**src/rtl/ovl_pkg.sv**
```systemverilog
package ovl_pkg;
  typedef enum logic [1:0] {
    FB_TRAP     = 2'b00,
    FB_ZERO     = 2'b01,
    FB_ONES     = 2'b10,
    FB_TRAP_ALT = 2'b11
  } fb_mode_e;

  typedef enum logic {
    ST_IDLE = 1'b0,
    ST_WAIT = 1'b1
  } disp_state_e;
endpackage

```
**src/rtl/ovl_unit_decode.sv**
```systemverilog
module ovl_unit_decode #(
  parameter int UNIT_W    = 12,
  parameter int N_DEV     = 4,
  parameter int UNIT_BASE = 1
) (
  input  logic [UNIT_W-1:0] unit,
  output logic [N_DEV-1:0]  sel,
  output logic              hit
);
  // one comparator per attached port; port k owns unit UNIT_BASE+k
  for (genvar k = 0; k < N_DEV; k++) begin : g_port
    localparam logic [UNIT_W-1:0] PORT_UNIT = UNIT_W'(UNIT_BASE + k);
    assign sel[k] = (unit == PORT_UNIT);
  end

  assign hit = |sel;
endmodule

```
**src/rtl/ovl_resp_mux.sv**
```systemverilog
module ovl_resp_mux #(
  parameter int N_DEV = 4,
  parameter int XLEN  = 32
) (
  input  logic [N_DEV-1:0]           grant,
  input  logic [N_DEV-1:0]           dev_ready,
  input  logic [N_DEV-1:0][XLEN-1:0] dev_result,
  output logic                       any_ready,
  output logic [XLEN-1:0]            data
);
  // AND-OR select keyed by the one-hot grant
  always_comb begin
    any_ready = 1'b0;
    data      = '0;
    for (int k = 0; k < N_DEV; k++) begin
      any_ready = any_ready | (grant[k] & dev_ready[k]);
      data      = data | (dev_result[k] & {XLEN{grant[k]}});
    end
  end
endmodule

```
**src/rtl/ovl_fallback.sv**
```systemverilog
module ovl_fallback #(
  parameter int XLEN = 32
) (
  input  logic [1:0]      mode,
  output logic            trap,
  output logic [XLEN-1:0] value
);
  import ovl_pkg::*;

  always_comb begin
    unique case (fb_mode_e'(mode))
      FB_ZERO: begin trap = 1'b0; value = '0;           end
      FB_ONES: begin trap = 1'b0; value = {XLEN{1'b1}}; end
      default: begin trap = 1'b1; value = '0;           end
    endcase
  end
endmodule

```
**src/rtl/ovl_dispatch.sv**
```systemverilog
module ovl_dispatch #(
  parameter int XLEN      = 32,
  parameter int N_DEV     = 4,
  parameter int UNIT_W    = 12,
  parameter int CMD_W     = 3,
  parameter int UNIT_BASE = 1
) (
  input  logic                       clk,
  input  logic                       rst,
  input  logic                       req_valid,
  output logic                       req_ready,
  input  logic [CMD_W-1:0]           req_cmd,
  input  logic [XLEN-1:0]            req_rs1,
  input  logic [XLEN-1:0]            req_rs2,
  input  logic [1:0]                 fb_mode,
  output logic                       done,
  output logic                       trap,
  output logic [XLEN-1:0]            result,
  output logic [N_DEV-1:0]           dev_valid,
  output logic [CMD_W-1:0]           dev_cmd,
  output logic [XLEN-1:0]            dev_op_a,
  output logic [XLEN-1:0]            dev_op_b,
  input  logic [N_DEV-1:0]           dev_ready,
  input  logic [N_DEV-1:0][XLEN-1:0] dev_result
);
  import ovl_pkg::*;

  disp_state_e            state;
  logic [N_DEV-1:0]       unit_sel;
  logic                   unit_hit;
  logic                   rsp_ready;
  logic [XLEN-1:0]        rsp_data;
  logic                   fb_trap;
  logic [XLEN-1:0]        fb_value;
  logic                   accept;

  ovl_unit_decode #(
    .UNIT_W   (UNIT_W),
    .N_DEV    (N_DEV),
    .UNIT_BASE(UNIT_BASE)
  ) i_decode (
    .unit(req_rs1[UNIT_W-1:0]),
    .sel (unit_sel),
    .hit (unit_hit)
  );

  ovl_resp_mux #(
    .N_DEV(N_DEV),
    .XLEN (XLEN)
  ) i_mux (
    .grant     (dev_valid),
    .dev_ready (dev_ready),
    .dev_result(dev_result),
    .any_ready (rsp_ready),
    .data      (rsp_data)
  );

  ovl_fallback #(
    .XLEN(XLEN)
  ) i_fallback (
    .mode (fb_mode),
    .trap (fb_trap),
    .value(fb_value)
  );

  assign accept = req_valid && req_ready;

  always_ff @(posedge clk) begin
    if (rst) begin
      state     <= ST_IDLE;
      req_ready <= 1'b1;
      done      <= 1'b0;
      trap      <= 1'b0;
      result    <= '0;
      dev_valid <= '0;
      dev_cmd   <= '0;
      dev_op_a  <= '0;
      dev_op_b  <= '0;
    end else begin
      done <= 1'b0;
      unique case (state)
        ST_IDLE: begin
          if (accept) begin
            if (unit_hit) begin
              // route to the owning port and wait for its answer
              state     <= ST_WAIT;
              req_ready <= 1'b0;
              dev_valid <= unit_sel;
              dev_cmd   <= req_cmd;
              dev_op_a  <= req_rs1;
              dev_op_b  <= req_rs2;
            end else begin
              // no owner: finish locally per fallback mode
              done   <= 1'b1;
              trap   <= fb_trap;
              result <= fb_value;
            end
          end
        end
        ST_WAIT: begin
          if (rsp_ready) begin
            state     <= ST_IDLE;
            req_ready <= 1'b1;
            dev_valid <= '0;
            done      <= 1'b1;
            trap      <= 1'b0;
            result    <= rsp_data;
          end
        end
        default: state <= ST_IDLE;
      endcase
    end
  end
endmodule

```
**config.mk**
```make
export PLATFORM = sky130hd
export DESIGN_NAME = ovl_dispatch
export DESIGN_NICKNAME = d
export VERILOG_FILES = /design/src/rtl/ovl_pkg.sv /design/src/rtl/ovl_unit_decode.sv /design/src/rtl/ovl_resp_mux.sv /design/src/rtl/ovl_fallback.sv /design/src/rtl/ovl_dispatch.sv
export SDC_FILE = /design/constraint.sdc
export NUM_CORES = 1
export LEC_CHECK = 0
export BUFFER_PORTS_ARGS = -buffer_cell sky130_fd_sc_hd__buf_2
export CAP_MARGIN = 20
export CORE_ASPECT_RATIO = 0.5
export CORE_MARGIN = 2
export CORE_UTILIZATION = 43
export DETAILED_ROUTE_END_ITERATION = 10
export GPL_TIMING_DRIVEN = 0
export HOLD_SLACK_MARGIN = 0.06
export PLACE_DENSITY = 0.81
export SYNTH_ARGS = -nofsm -noshare
export SYNTH_HDL_FRONTEND = slang
export SYNTH_SLANG_ARGS = --single-unit
```
**constraint.sdc**
```tcl
create_clock -name clk -period 2.1 [get_ports clk]
set_input_delay 0.105 -clock clk [delete_from_list [all_inputs] [get_ports clk]]
set_output_delay 0.105 -clock clk [all_outputs]
set_load 0.005 [all_outputs]
```
==> run metrics, run 1 <==
status complete, no violations; post-route ant nets 0; post-CTS setup buffers 0; flops & latches, synth 107; clock buffer count from CTS 9; placed cell count 1015; die footprint 12300 um2; VDD IR max 392 uV; 1st-iter DRT viols 537; final core occ 68.0%; routed len/inst 17.4 um; Fin Setup TNS 0 ps; worst setup path startpoint dev_valid[3]$_SDFFE_PP0P_; Slew Viols, Final 0; Critical Path End Type flip-flop; DIE WIDTH 155 um; clock power share 41.5%; CTS tree yes; Period Utilization, post-route 95.7%; via/cell ratio 5.57; Design Power 4430 uW; post-layout min period 2010 ps; FP Rows 27; leading cell type in the layout, fill and taps excluded buf_2; leakage power 0.00340 uW; crit path max fanout 10; # setup viols final 0; Slew HR 61.3%; Crit Path Class flip-flop to flip-flop; CP Capture Point result[31]$_SDFFE_PP0P_; Fill cells 913; Flop pwr share 46.7%; total grt overflow 0; RR Endpoint result[31]$_SDFFE_PP0P_; Reg2Reg Depth 6; Pre-antenna DRT Iters 7; Mapped Area 4900 um2; reg-to-reg critical path startpoint dev_valid[3]$_SDFFE_PP0P_; WL final 18.9 mm; FF/Latch Area 2140 um2; Max Fclk 498 MHz; CORE AREA 11000 um2; Post-DP HPWL 13.4 mm; Mapped Nets 766; Synth cell types 38; via count 6048; total global-route track usage 29.3%; remaining routing DRC violations 0; YS warnings 0; Clk Latency, worst-skew pair 340 ps; Synth top area share 43.7%; I/O pin count 310; reg-to-reg slack, setup 90 ps; largest net degree at the start of global routing 18; ys async rst share 0%; initial antenna violation count 0; syn_area_per_cell 8.73 um2; final hold vios 0; vias in the first global route 5863; Net Sw Power 1010 uW; most frequent cells in the layout 324 x buf_2, 107 x dfxtp_1, 62 x o21ai_0, 60 x a21oi_1, 59 x nand3_1; Worst Path Arrival 2230 ps; Layout area overhead 53.4%; Max Clock Skew 6.76 ps; Least-Margin Pin Slew 580 ps; maximum clock path buffer count 2; Max Cap Viol 0; unrepaired setup endpoints after global routing true; # nets final 1141; PortBufs 309; Seq/Total Area, Yosys 43.7%; clk root buf clkbuf_16; Yosys top cell by area dfxtp_1; H-Tree Level Count 3; GPL Wtd Cong 0.946; Logic pwr share 11.9%; Int Power 3430 uW; CP Launch Type flip-flop; EDFF count, synth 0; Area contributors post-synth dfxtp_1 44%, mux2_1 6.7%, a222oi_1 6.5%, o21ai_0 6.3%, a21oi_1 6.1%; power per standard cell area 590 nW/um2; hold crit path type input port to flip-flop; top_reg_cell synth dfxtp_1; area of the multi-input gates 2470 um2; die height 79.5 um; TritonCTS Sinks 107; layout cells sized above 1 37.7%; first-pass GRT wire length 28.6 mm; Cells after Synth 561; clock-pin slew on the worst setup and hold paths 70 ps; final hold slack 82.7 ps; switching portion of total power 22.7%; Starting Density 44.3%; Layout Cells excl Fill 1086; CP required 2320 ps
synthesized netlist by cell type (2+ instances only):
library cell	number
a31oi_1	32
nor4_4	2
o21ai_0	62
nor3_1	2
buf_1	4
nor2b_1	34
a22o_1	2
buf_2	15
nand2b_1	5
and2_1	9
mux2_2	3
o21a_1	2
nand3_1	60
buf_4	3
a222oi_1	32
nand4b_1	3
mux2_1	29
nor2_1	3
a21oi_1	60
clkbuf_1	41
dfxtp_1	107
inv_1	4
nand2_1	32
worst min path at each step:
stage | from | cells past startpoint | endpoint
detailed placement | req_rs2[30] | 3 | dev_op_b[30]$_SDFFE_PP0P_
global placement | req_rs1[13] | 3 | dev_op_a[13]$_SDFFE_PP0P_
floorplan | req_rs1[0] | 2 | dev_valid[2]$_SDFFE_PP0P_
finish | req_rs1[2] | 3 | dev_op_a[2]$_SDFFE_PP0P_
global route | req_rs1[1] | 3 | dev_op_a[1]$_SDFFE_PP0P_
CTS | req_rs1[2] | 3 | dev_op_a[2]$_SDFFE_PP0P_
metrics by stage:
step	setup slack, ps	instance area, um2
2_1_floorplan	386	4900
3_3_place_gp	170	6630
3_5_place_dp	122	6630
4_1_cts	113	7500
5_1_grt	-3.44	7510
6_report	90.8	7510
critical path, stage by stage, from the launching register on:
cell,delay [ps]
dfxtp_1,310
clkbuf_1,210
a22o_1,280
o21a_1,270
a21oi_4,250
buf_4,240
mux2_1,340
power groups by stage:
stage / combinational (uW) / clock, uW / sequential, uW
global placement: 427 / 0 / 2110
CTS: 517 / 1850 / 2070
finish: 527 / 1840 / 2070
floorplan: 153 / 0 / 2120
detailed placement: 434 / 0 / 2120
global route: 568 / 1940 / 2070
metal layers:
layer  GRT usage (%)  up-vias  wire length [um]
met3            6.79       49              1410
met4            10.6        0               559
met2            54.2      310              9250
met5               0        -                 0
li1                -     2829                 -
met1            33.5     2860              7660
cells by family after synthesis:
group | synth area share (%)
AO/OA/AOI/OAI | 25.5
AND/OR/NAND/NOR | 17.2
flip-flops | 43.7
buffers and inverters | 5.85
multiplexers | 7.36
adder cells (fa/ha/maj) | 0.255
flip-flops by register name (all words and copies together) (netlist names):
signal	flops
dev_cmd	3
dev_op_a	32
dev_op_b	32
dev_valid	4
done	1
req_ready	1
result	32
state	1
trap	1
timing repair:
item,in CTS,in global routing
hold buffers,55,0
endpoints found under the setup margin,0,4
resized for setup,0,2
endpoints found under the hold margin,55,0
final cells by class:
cell class              instances  area share (%)
inverters                       4           0.200
flip-flops and latches        107            28.5
plain buffers                  64            3.66
multi-input cells             386            32.9
repair buffers                364            27.9
clock buffers                  10            3.18
clock inverters                 5            1.13
well taps                     145            2.42
diodes                          1          0.0333
No activity file was read; power rests on OpenSTA's default activity.
==> run 2, diff against run 1 <==
--- a/config.mk
+++ b/config.mk
@@ -7,13 +7,15 @@
 export LEC_CHECK = 0
 export BUFFER_PORTS_ARGS = -buffer_cell sky130_fd_sc_hd__buf_2
 export CAP_MARGIN = 20
+export CELL_PAD_IN_SITES_DETAIL_PLACEMENT = 1
+export CELL_PAD_IN_SITES_GLOBAL_PLACEMENT = 2
 export CORE_ASPECT_RATIO = 0.5
 export CORE_MARGIN = 2
-export CORE_UTILIZATION = 43
+export CORE_UTILIZATION = 22
 export DETAILED_ROUTE_END_ITERATION = 10
 export GPL_TIMING_DRIVEN = 0
 export HOLD_SLACK_MARGIN = 0.06
-export PLACE_DENSITY = 0.81
+export PLACE_DENSITY_LB_ADDON = 0.1
 export SYNTH_ARGS = -nofsm -noshare
 export SYNTH_HDL_FRONTEND = slang
 export SYNTH_SLANG_ARGS = --single-unit
==> run 2 against run 1 <==
  * Total power is 1.4% lower
  * Register-to-register slack got worse by 30 ps
  * Clock-buffer cell count is 1 higher
  * Routed wire length rose by 17%
  * Critical path depth unchanged
  * Largest cell class unchanged
==> run metrics, run 2 (synthesis gave the netlist of run 1 again) <==
Fill cells 2674 (+190%); Crit Path Class flip-flop to flip-flop; clk root buf clkbuf_16; RR Endpoint result[18]$_SDFFE_PP0P_; largest net degree at the start of global routing 17 (-1); status complete, no violations; CP required 2340 ps (+20 ps); Design Power 4370 uW (-1.4%); CTS tree yes; TritonCTS Sinks 107 (unchanged); Worst path max stage delay 340 ps (about the same); leading cell type in the layout, fill and taps excluded buf_2; remaining routing DRC violations 0 (unchanged); Reg2Reg Depth 6 (unchanged); # nets final 1144 (+0.26%); reg-to-reg slack, setup 60 ps (-30 ps); final core occ 35.5% (-33 points); hold path depth 3 (unchanged); 1st-iter DRT viols 374 (-30%); Least-Margin Pin Slew 576 ps (-4.57 ps); grt peak-use layer met2; Max Fclk 490 MHz (-1.5%); Max Clock Skew 4.96 ps (-1.80 ps); clock buffer count from CTS 9 (unchanged); I/O pin count 310 (unchanged); Critical Path End Type flip-flop; initial antenna violation count 0 (unchanged); Pre-antenna DRT Iters 5 (-2); maximum clock path buffer count 2 (unchanged); layout cells sized above 1 37.9% (+0.20 points); FP Rows 38 (+41%); clock-pin slew on the worst setup and hold paths 70 ps (about the same); routed len/inst 17.8 um (+2.1%); CP top delay family compound AO/OA/AOI/OAI gates; Worst Path Arrival 2280 ps (+50 ps); Worst path slowest cell mux2_1; most frequent cells in the layout 321 x buf_2, 107 x dfxtp_1, 62 x o21ai_0, 60 x a21oi_1, 59 x nand3_1; reg-to-reg critical path startpoint dev_valid[0]$_SDFFE_PP0P_; Ant. Diodes 0 (-1); CP Launch Type flip-flop; die height 110 um (+38%); die footprint 23500 um2 (+91%); Logic pwr share 12.3% (+0.4 points); Clk Latency, worst-skew pair 350 ps (about the same); Worst Hold Endpoint dev_op_a[0]$_SDFFE_PP0P_; CORE AREA 21800 um2 (+97%); Int Power 3330 uW (-2.8%); total grt overflow 0 (unchanged); # setup viols final 0 (unchanged); met3 Usage GRT 4.01% (-2.8 points); final hold vios 0 (unchanged); post-route ant nets 0 (unchanged); Max Cap Viol 0 (unchanged); VDD IR max 358 uV (-8.8%); leakage power 0.00341 uW (+0.17%); first-pass GRT wire length 33.4 mm (+16%); Slew Viols, Final 0 (unchanged); DIE WIDTH 215 um (+39%); WL final 22.1 mm (+17%); Layout area overhead 57.7%; Starting Density 22.5% (-22 points); Slew HR 61.6% (+0.30 points); total global-route track usage 18.2% (-11 points); post-layout min period 2040 ps (+31.4 ps); CP bufs+invs 2 (unchanged); crit path max fanout 10 (unchanged); ordered list of cells on the worst path clkbuf_1 > a22o_1 > o21a_1 > a21oi_4 > buf_4 > mux2_1; Period Utilization, post-route 97.2% (+1.5 points); Flop pwr share 47.3% (+0.6 points); met2 usage 32.1% (-22 points); Post-DP HPWL 16.4 mm (+23%); hold crit path type input port to flip-flop; worst hold start req_rs1[0]; switching portion of total power 23.8% (+1.1 points); power per standard cell area 566 nW/um2 (-4.1%); Net Sw Power 1040 uW (+3.2%); top flop regs dev_op_a x32, dev_op_b x32, result x32; PortBufs 309 (unchanged); unrepaired setup endpoints after global routing true; vias in the first global route 5967 (+1.8%); GPL Wtd Cong 0.741 (-22%); Fin Setup TNS 0 ps (unchanged); dpl ws -2.33 ps (-125 ps); clock power share 40.3% (-1.2 points); H-Tree Level Count 3 (unchanged); final worst setup slack 59.4 ps (-31.4 ps); via/cell ratio 4.66 (-16%); via count 5794 (-4.2%); GR Layer Usage met1 23.1% (-10 points)
[run 2: cell count changes in the layout (fill, tap and decap cells not counted), moves of 2 or more]
cell	before	now
buf_2	324	321
clkbuf_4	0	2
buf_4	2	5
inv_6	2	0
[run 2: power by group through the flow]
| stage | combinational (uW) | clock (uW) | sequential, uW |
|---|---|---|---|
| after floorplan | 153 | 0 | 2120 |
| after global placement | 455 | 0 | 2110 |
| after detailed placement | 458 | 0 | 2120 |
| after CTS | 541 | 1850 | 2070 |
| after global routing | 594 | 1910 | 2070 |
| final | 539 | 1760 | 2070 |
[run 2: layer usage]
metal	share of wire, %	vias to the layer above
met4	0.85	0
met1	44	2815
met2	50	143
li1	-	2824
met3	4.7	12
met5	0	-
[run 2: worst max path at each step]
stage / from / endpoint / slack [ps] / depth (start not counted)
6_report: dev_valid[0]$_SDFFE_PP0P_ / result[18]$_SDFFE_PP0P_ / 60 / 6
5_1_grt: dev_valid[1]$_SDFFE_PP0P_ / result[11]$_SDFFE_PP0P_ / -50 / 6
4_1_cts: dev_valid[0]$_SDFFE_PP0P_ / result[27]$_SDFFE_PP0P_ / 10 / 6
3_5_place_dp: state$_SDFF_PP0_ / dev_op_a[17]$_SDFFE_PP0P_ / -2 / 8
3_3_place_gp: dev_valid[0]$_SDFFE_PP0P_ / result[25]$_SDFFE_PP0P_ / 30 / 6
2_1_floorplan: dev_valid[2]$_SDFFE_PP0P_ / result[10]$_SDFFE_PP0P_ / 390 / 6
[run 2: metrics by stage]
stage	std cells	instance area, um2	hold slack, ps
after detailed placement	1170	6820	365
after CTS	1241	7680	69.3
after global routing	1243	7720	112
final	1243	7720	83.0
after global placement	1170	6820	359
after floorplan	561	4900	248
[run 2: timing repair]
item | 4_1_cts | 5_1_grt
endpoints found under the hold margin | 56 | 0
gates cloned | 0 | 0
buffers inserted | 0 | 2
resized for setup | 1 | 7
setup endpoints to repair | 4 | 66
hold buffers | 56 | 0
pin swaps | 0 | 1
[run 2: final cells by class]
cell class                      count  area [um2]  area share (%)
Sequential cell                   107        2140            27.7
Inverter                            4        15.0           0.194
Buffer                             64         284            3.68
Clock inverter                      4        50.0           0.648
Timing Repair Buffer              367        2120            27.5
Multi-Input combinational cell    386        2480            32.1
Clock buffer                       11         253            3.27
Tap cell                          300         375            4.86
[run 2: worst min-delay path, stage by stage]
cell and delay [ps]:
buf_2 150, nand3_1 70, a21oi_1 50
